`config.mk`:
```
export PLATFORM = sky130hd
export DESIGN_NAME = etr_conditioner
export DESIGN_NICKNAME = d
export VERILOG_FILES = /design/src/rtl/etr_pkg.sv /design/src/rtl/etr_ctrl.sv /design/src/rtl/etr_datapath.sv /design/src/rtl/etr_conditioner.sv
export SDC_FILE = /design/constraint.sdc
export NUM_CORES = 1
export LEC_CHECK = 0
export ABC_AREA = 0
export ABC_CLOCK_PERIOD_IN_PS = 2000
export BUFFER_PORTS_ARGS = -buffer_cell sky130_fd_sc_hd__buf_2
export CORE_AREA = 2 2 80 44
export CTS_BUF_LIST = sky130_fd_sc_hd__clkbuf_4 sky130_fd_sc_hd__clkbuf_8
export CTS_CLUSTER_DIAMETER = 40
export DETAILED_ROUTE_END_ITERATION = 7
export DIE_AREA = 0 0 82 46
export GPL_TIMING_DRIVEN = 1
export PLACE_DENSITY = 0.7
export SLEW_MARGIN = 20
export SYNTH_ARGS = -nofsm -noshare
export SYNTH_HDL_FRONTEND = slang
export SYNTH_SLANG_ARGS = --single-unit
```
`constraint.sdc`:
```
create_clock -name clk -period 2 [get_ports clk]
set_clock_uncertainty 0.05 [all_clocks]
set_input_delay 0.3 -clock clk [delete_from_list [all_inputs] [get_ports clk]]
set_output_delay 0.3 -clock clk [all_outputs]
set_load 0.05 [all_outputs]
```
`src/rtl/etr_pkg.sv`:
```
package etr_pkg;
  typedef struct packed {
    logic polLevel;    // synchronized, polarity-adjusted pin level
    logic presStep;    // one-cycle strobe on a rising edge of polLevel
    logic filtSample;  // filter sampling strobe
    logic cntInc;      // counter advance strobe
  } etrStrobe_t;
endpackage

```
`src/rtl/etr_ctrl.sv`:
```
module etr_ctrl
  import etr_pkg::*;
#(
  parameter int SYNC_STAGES = 2
) (
  input  logic       clk,
  input  logic       rstN,
  input  logic       trigPin,
  input  logic       invertPol,
  input  logic       sampleEn,
  input  logic       modeEn,
  input  logic       altEn,
  input  logic       altTick,
  input  logic       condLevel,
  output etrStrobe_t strobes
);
  logic [SYNC_STAGES-1:0] syncQ;
  logic polLevel;
  logic polPrev;
  logic condPrev;
  logic condRise;

  always_ff @(posedge clk or negedge rstN) begin
    if (!rstN) begin
      syncQ    <= '0;
      polPrev  <= 1'b0;
      condPrev <= 1'b0;
    end else begin
      syncQ    <= {syncQ[SYNC_STAGES-2:0], trigPin};
      polPrev  <= polLevel;
      condPrev <= condLevel;
    end
  end

  assign polLevel = syncQ[SYNC_STAGES-1] ^ invertPol;
  assign condRise = condLevel & ~condPrev;

  always_comb begin
    strobes.polLevel   = polLevel;
    strobes.presStep   = polLevel & ~polPrev;
    strobes.filtSample = sampleEn;
    // the conditioned pin takes priority over the alternate tick source
    strobes.cntInc     = modeEn ? condRise : (altEn & altTick);
  end
endmodule

```
`src/rtl/etr_datapath.sv`:
```
module etr_datapath
  import etr_pkg::*;
#(
  parameter int CNT_W   = 16,
  parameter int PRESC_W = 2,
  parameter int FILT_W  = 4
) (
  input  logic               clk,
  input  logic               rstN,
  input  etrStrobe_t         strobes,
  input  logic [PRESC_W-1:0] prescSel,
  input  logic [FILT_W-1:0]  filtLen,
  output logic               condLevel,
  output logic [CNT_W-1:0]   count
);
  localparam int MAX_LOG   = (1 << PRESC_W) - 1;
  localparam int DIV_CNT_W = (MAX_LOG > 1) ? MAX_LOG - 1 : 1;

  logic [DIV_CNT_W-1:0] divCnt;
  logic [DIV_CNT_W-1:0] divLast;
  logic                 presTog;
  logic                 presLevel;
  logic [FILT_W-1:0]    fCnt;
  logic                 filtReg;

  // prescaler: toggle every 2^(code-1) steps, straight through for code 0
  always_comb begin
    if (prescSel == '0) divLast = '0;
    else                divLast = DIV_CNT_W'((1 << (prescSel - 1'b1)) - 1);
  end

  always_ff @(posedge clk or negedge rstN) begin
    if (!rstN) begin
      divCnt  <= '0;
      presTog <= 1'b0;
    end else if (strobes.presStep && prescSel != '0) begin
      if (divCnt >= divLast) begin
        divCnt  <= '0;
        presTog <= ~presTog;
      end else begin
        divCnt <= divCnt + 1'b1;
      end
    end
  end

  assign presLevel = (prescSel == '0) ? strobes.polLevel : presTog;

  // filter: N consecutive disagreeing samples move the output
  always_ff @(posedge clk or negedge rstN) begin
    if (!rstN) begin
      fCnt    <= '0;
      filtReg <= 1'b0;
    end else if (filtLen == '0) begin
      fCnt    <= '0;
      filtReg <= presLevel;
    end else if (strobes.filtSample) begin
      if (presLevel != filtReg) begin
        if (fCnt + 1'b1 == filtLen) begin
          fCnt    <= '0;
          filtReg <= presLevel;
        end else begin
          fCnt <= fCnt + 1'b1;
        end
      end else begin
        fCnt <= '0;
      end
    end
  end

  assign condLevel = (filtLen == '0) ? presLevel : filtReg;

  always_ff @(posedge clk or negedge rstN) begin
    if (!rstN)               count <= '0;
    else if (strobes.cntInc) count <= count + 1'b1;
  end

  assert_presc_step_only_R4: assert property (@(posedge clk) disable iff (!rstN)
    !$stable(presTog) |-> ($past(strobes.presStep) && $past(prescSel) != '0));

  assert_filter_run_length_R5: assert property (@(posedge clk) disable iff (!rstN)
    (!$stable(filtReg) && $past(filtLen) != '0) |-> ($past(fCnt) + 1'b1 == $past(filtLen)));

  assert_filter_frozen_R6: assert property (@(posedge clk) disable iff (!rstN)
    ($past(filtLen) != '0 && !$past(strobes.filtSample)) |-> ($stable(filtReg) && $stable(fCnt)));

  assert_single_step_R7: assert property (@(posedge clk) disable iff (!rstN)
    (count == $past(count)) || (count == $past(count) + 1'b1));
endmodule

```
`src/rtl/etr_conditioner.sv`:
```
module etr_conditioner
  import etr_pkg::*;
#(
  parameter int CNT_W       = 16,
  parameter int PRESC_W     = 2,
  parameter int FILT_W      = 4,
  parameter int SYNC_STAGES = 2
) (
  input  logic               clk,
  input  logic               rstN,
  input  logic               trigPin,
  input  logic               sampleEn,
  input  logic               modeEn,
  input  logic               invertPol,
  input  logic [PRESC_W-1:0] prescSel,
  input  logic [FILT_W-1:0]  filtLen,
  input  logic               altEn,
  input  logic               altTick,
  output logic               condOut,
  output logic [CNT_W-1:0]   count
);
  etrStrobe_t strobes;
  logic       condLevel;

  etr_ctrl #(.SYNC_STAGES(SYNC_STAGES)) u_ctrl (
    .clk(clk), .rstN(rstN), .trigPin(trigPin), .invertPol(invertPol),
    .sampleEn(sampleEn), .modeEn(modeEn), .altEn(altEn), .altTick(altTick),
    .condLevel(condLevel), .strobes(strobes)
  );

  etr_datapath #(.CNT_W(CNT_W), .PRESC_W(PRESC_W), .FILT_W(FILT_W)) u_dp (
    .clk(clk), .rstN(rstN), .strobes(strobes), .prescSel(prescSel),
    .filtLen(filtLen), .condLevel(condLevel), .count(count)
  );

  assign condOut = condLevel;

  assert_no_source_holds_R10: assert property (@(posedge clk) disable iff (!rstN)
    (!modeEn && !altEn) |=> (count == $past(count)));

  assert_alt_masked_R8: assert property (@(posedge clk) disable iff (!rstN)
    (modeEn && !condLevel) |=> (count == $past(count)));
endmodule

```
==> key figures, run 1 <==
Global route
  • Met2 Use GR: 26.99%
  • Initial antenna violation count: 0
  • Largest net degree at the start of global routing: 29
  • M3 GR Usage: 5.952%
  • GR Util met1: 23.27%
  • GRT Overall Usage: 17.07%
  • First-pass GRT wire length: 4740 um
  • Grt total ovfl: 0
  • Most used routing layer in global routing: met2
  • Vias in the first global route: 1041

Logic synthesis
  • Adder-cell share of the synthesized area: 3.387%
  • Yosys top cell by area: dfrtp_1
  • Netlist Area Pre-Place: 1478 um2
  • Most frequent cells after synthesis: dfrtp_1 (28), xnor2_1 (16), xor2_1 (9)
  • Synthesized Nets: 147
  • Most used DFF post-synth: dfrtp_1
  • Post-synth EDFFs: 0
  • Top-area cell type share of the netlist area: 47.42%
  • Yosys reg bits: 28
  • Share of synthesized registers carrying an async set or reset: 100.0%
  • Post-synthesis compound-gate area fraction: 13.12%
  • Sequential area share after synthesis: 47.42%
  • Synth cell types: 38
  • Post-Synth Simple-Gate Area: 16.26%
  • Mapped Cells: 129
  • Xor-xnor portion of the synthesized cell area: 16.34%
  • Post-synthesis mux area share: 2.456%
  • Most common cell in the netlist: dfrtp_1
  • Main combinational cell family by area after synthesis: XOR/XNOR gates
  • Synth warn: 0
  • Most area-consuming cells after synthesis: dfrtp_1 (47%), xnor2_1 (9.5%), xor2_1 (5.3%)
  • Avg Inst Size Synth: 11.45 um2

Setup path
  • Slowest cell on the critical path: or4_4
  • Critical path class: input port to output pin
  • CP peak stage delay: 540 ps
  • CP max FO: 3
  • CP delay by family, top: simple AND/OR/NAND/NOR gates
  • Crit start category: input port
  • CP most frequent cell: buf_2
  • Reg-to-Reg Start: u_dp.fCnt[0]$_DFFE_PN0P_
  • Reg2Reg Setup Slack: 150 ps
  • Worst-path cell chain: buf_2 > or4_4 > a211o_1 > nand2_1 > buf_2
  • Critical R2R Capture: u_dp.fCnt[0]$_DFFE_PN0P_
  • Worst path depth: 5
  • Buf+Inv Stages, Crit Path: 2
  • Crit path capture type: output pin
  • WP data required: 1650 ps
  • Critical Path AT: 1600 ps
  • FF-to-FF path depth: 5

Power
  • Pwr Density: 1176 nW/um2
  • Total power: 2.139 mW
  • IR drop worst, VDD: 0.6891 mV
  • Pleak: 0.9070 nW

Finish
  • Layout area overhead: 23.03%
  • Diodes inserted: 0
  • Fin nets: 189
  • Final core occ: 57.66%
  • Fill cells: 286
  • Layout cells sized above 1: 29.41%
  • Fin cells: 212

Clock network
  • CTS tree: done
  • Setup Fix Bufs, Post-CTS: 0
  • Clk_lat worst skew: 280 ps
  • Clock buffer depth: 2
  • # H-tree levels: 1
  • Root Buffer: clkbuf_8
  • Num CTS Buffers: 3
  • Reg clk slew, reported paths: 100 ps
  • CTS sink count: 28

Floorplan
  • Die W: 82 um
  • Initial core utilization: 46.87%
  • I/O pin total: 31
  • Die Ht: 46 um
  • Die ar.: 3772 um2
  • Row count: 15
  • Core footprint: 3153 um2

Routing
  • DR vias: 1108
  • First-pass DRT Iterations: 4
  • # DRC: 0
  • Initial DRC Count: 64
  • DRT Wirelength: 2883 um
  • Average routed wire per standard cell: 13.60 um
  • Vias/cell: 5.226
  • Routed Antenna Nets: 0

Min path
  • Hold Path Stages: 1
  • Endpoint, Worst Hold: u_ctrl.syncQ[0]$_DFF_PN0_
  • Min-delay src: trigPin
  • Worst Hold Class: input port to register

Place
  • Buffers on Ports: 30
  • Gpl congestion: 0.8313
  • Post-Place Cells: 207
  • Post-DP HPWL: 2256 um

STA
  • Final hold slack: 65.43 ps
  • RSZ-0062 raised after global routing: no
  • Fin crit period: 1951 ps
  • Final hold violations: 0
  • Tcrit/Tclk final: 97.55%
  • FMAX: 512.6 MHz
  • Setup violators final: 0
  • Least-Margin Pin Slew: 617.7 ps
  • Setup TNS: 0 ps
  • Final Max Tran Viols: 0
  • Rel. slew slack: 58.82%

Run
  • Max Cap Viol: 0

Status
  • Status: finished, final reports clean
kinds of logic after synthesis:
group	Yosys count
flops	28
buf+inv	4
mux	3
compound gates	21
simple gates	43
fa+ha+maj	4
xor+xnor	26
per-layer routing:
| layer | wire (um) | part of all wire [%] |
|---|---|---|
| met5 | 0 | 0 |
| met4 | 20 | 0.69 |
| met3 | 189 | 6.6 |
| met2 | 1258 | 44 |
| met1 | 1415 | 49 |
through the flow:
step           setup WS (ps)  area, um2
6_report               48.99       1818
5_1_grt                1.900       1818
4_1_cts                40.48       1810
3_5_place_dp          -86.32       1729
3_3_place_gp          -60.44       1729
2_1_floorplan          112.6       1478
state kept, by name, indices dropped and copies added (netlist names):
register and flops:
u_dp.count 16, u_dp.fCnt 4, u_ctrl.syncQ 2, u_dp.divCnt 2, u_ctrl.condPrev 1, u_ctrl.polPrev 1, u_dp.filtReg 1, u_dp.presTog 1
where the power goes:
group          internal, mW  total, mW  switching [mW]
registers             0.698      0.830           0.133
clock network         0.268      0.446           0.177
logic                 0.341      0.863           0.522
total                  1.31       2.14           0.832
worst reg2reg max path, delay by kind of cell (launching register included):
kind	cells	cell delay, ps
xor gates and xnor gates	1	130
adders and majority gates	1	340
DFF	1	430
muxes	1	230
and+or+nand+nor	2	620
area by class of cell:
cell class | count | area [um2] | area share (%)
clock buffer | 3 | 41.29 | 2.271
clock inverter | 1 | 30.03 | 1.652
inverter | 3 | 11.26 | 0.6194
multi-input combinational | 97 | 769.5 | 42.33
sequential | 28 | 700.7 | 38.54
tap | 42 | 52.55 | 2.891
timing repair buffer | 38 | 212.7 | 11.70
what timing repair did:
action                     4_1_cts  5_1_grt
setup endpoints to repair        0        1
hold buffers                     1        0
resized for setup                0        1
hold endpoints to repair        16        0
placed cells by master (no fill, tap or decap), types with 3 or more instances in the layout:
cell type	instances
nand2b_1	4
dfrtp_1	28
inv_1	3
nor2_1	8
buf_4	7
buf_2	30
clkbuf_8	3
nand2_1	7
o211ai_1	4
o2111ai_1	4
nor3_1	4
and3_1	5
ha_1	4
xor2_1	9
xnor2_1	15
worst max path at each step:
stage	start	endpoint	slack (ps)
final	filtLen[0]	condOut	50
after global routing	filtLen[0]	condOut	2
after floorplan	filtLen[0]	u_dp.count[1]$_DFFE_PN0P_	110
after global placement	filtLen[0]	u_dp.count[1]$_DFFE_PN0P_	-60
after CTS	filtLen[0]	condOut	40
after detailed placement	filtLen[0]	u_dp.count[1]$_DFFE_PN0P_	-90
Note: power is estimated with default switching activity, not from simulation.
==> run 2, diff against run 1 <==
- MAX_ROUTING_LAYER: unset -> met4
==> key figures, run 2 (synthesis gave the netlist of run 1 again) <==
Status
  • Status: finished, final reports clean

Finish
  • Layout cells sized above 1: 29.41%
  • Final core occ: 57.66%
  • Layout area overhead: 23.03%
  • Fin nets: 189
  • Diodes inserted: 0
  • Most common cell after layout, fill and taps aside: buf_2
  • Multi-input gate area: 769.5 um2
  • Largest register FFs: 16
  • Most flop-heavy register: u_dp.count
  • Sequential standard cell area: 700.7 um2
  • Design area: 1818 um2
  • Most frequent cells in the layout: buf_2 (30), dfrtp_1 (28), xnor2_1 (15)
  • Fin cells: 212
  • Biggest regs: u_dp.count (16), u_dp.fCnt (4)
  • Fill cells: 286

Min path
  • Min-delay src: trigPin
  • Worst Hold Class: input port to register
  • Hold Path Stages: 1

Setup path
  • Crit start category: input port
  • WP data required: 1650 ps
  • Critical Path AT: 1600 ps
  • Reg-to-Reg Start: u_dp.fCnt[0]$_DFFE_PN0P_
  • Crit path capture type: output pin
  • FF-to-FF path depth: 5
  • CP peak stage delay: 540 ps
  • Critical path class: input port to output pin
  • Slowest cell on the critical path: or4_4
  • Worst-path cell chain: buf_2 > or4_4 > a211o_1 > nand2_1 > buf_2
  • CP most frequent cell: buf_2
  • Setup crit start: filtLen[0]
  • CP max FO: 3

Global route
  • Initial antenna violation count: 0
  • Grt total ovfl: 0
  • Largest net degree at the start of global routing: 29
  • GRT Overall Usage: 17.60%
  • First-pass GRT wire length: 4740 um
  • Vias in the first global route: 1040

Routing
  • DR vias: 1109
  • Vias/cell: 5.231
  • Average routed wire per standard cell: 13.63 um
  • DRT Wirelength: 2889 um
  • Initial DRC Count: 63
  • # DRC: 0
  • Routed Antenna Nets: 0
  • First-pass DRT Iterations: 4

STA
  • Rel. slew slack: 58.99%
  • Fin crit period: 1951 ps
  • FMAX: 512.6 MHz
  • Setup TNS: 0 ps
  • Least-Margin Pin Slew: 615.2 ps
  • Final Max Tran Viols: 0
  • Tcrit/Tclk final: 97.55%
  • Final hold slack: 61.94 ps
  • RSZ-0062 raised after global routing: no
  • Final hold violations: 0
  • Setup violators final: 0
  • Fin worst setup slack: 48.99 ps

Place
  • Buffers on Ports: 30
  • Gpl congestion: 0.8441
  • Post-Place Cells: 207
  • Placement Cell Area: 1729 um2
  • Post-DP HPWL: 2256 um
  • Worst slack at placement: -86.32 ps

Floorplan
  • I/O pin total: 31
  • Row count: 15
  • Die W: 82 um
  • Die Ht: 46 um
  • Core footprint: 3153 um2
  • Initial core utilization: 46.87%
  • Die ar.: 3772 um2

Clock network
  • Clock buffer depth: 2
  • # H-tree levels: 1
  • Root Buffer: clkbuf_8
  • CTS tree: done
  • CTS sink count: 28
  • Setup Fix Bufs, Post-CTS: 0
  • Reg clk slew, reported paths: 100 ps
  • Num CTS Buffers: 3
  • Clk_lat worst skew: 280 ps

Power
  • Total power: 2.141 mW
  • Pleak: 0.9070 nW
  • Pwr Density: 1178 nW/um2
  • IR drop worst, VDD: 0.6897 mV

Run
  • Max Cap Viol: 0
run 2: cell counts in the layout (fill, tap and decap cells not counted):
Identical to the previous run, type by type.
run 2: critical path, delay by kind of cell:
kind | cells | cell delay, ps
simple gates | 2 | 640
buf+inv | 2 | 360
compound gates | 1 | 290
run 2: path summary, 6_finish.rpt:
kind | to | slack [ps]
worst min register to register | u_ctrl.syncQ[1]$_DFF_PN0_ | 310
min in group asynchronous | u_dp.filtReg$_DFFE_PN0P_ | 510
worst max register to register | u_dp.fCnt[0]$_DFFE_PN0P_ | 150
worst min-delay path | u_ctrl.syncQ[0]$_DFF_PN0_ | 60
worst max-delay path | condOut | 50
max in group asynchronous | u_dp.count[13]$_DFFE_PN0P_ | 980
run 2: per-layer routing:
metal | up-vias | wire length (um) | global-route usage, %
met5 | - | 0 | -
met4 | 0 | 17 | 2.667
met3 | 4 | 177 | 5.952
met2 | 29 | 1256 | 26.99
met1 | 532 | 1438 | 23.27
li1 | 544 | - | -
run 2: area by class of cell:
| class | count | area share [%] |
|---|---|---|
| Tap cell | 42 | 2.891 |
| Multi-Input combinational cell | 97 | 42.33 |
| Sequential cell | 28 | 38.54 |
| Timing Repair Buffer | 38 | 11.70 |
| Clock inverter | 1 | 1.652 |
| Clock buffer | 3 | 2.271 |
| Inverter | 3 | 0.6194 |
run 2: what timing repair did:
| action | CTS | global route |
|---|---|---|
| endpoints found under the hold margin | 16 | 0 |
| endpoints found under the setup margin | 0 | 1 |
| gates resized for setup | 0 | 1 |
| hold buffers | 1 | 0 |
run 2: report_power, final:
part	total (mW)	internal, mW	switching, mW
clock network	0.448	0.268	0.179
registers	0.830	0.698	0.133
logic	0.863	0.341	0.522
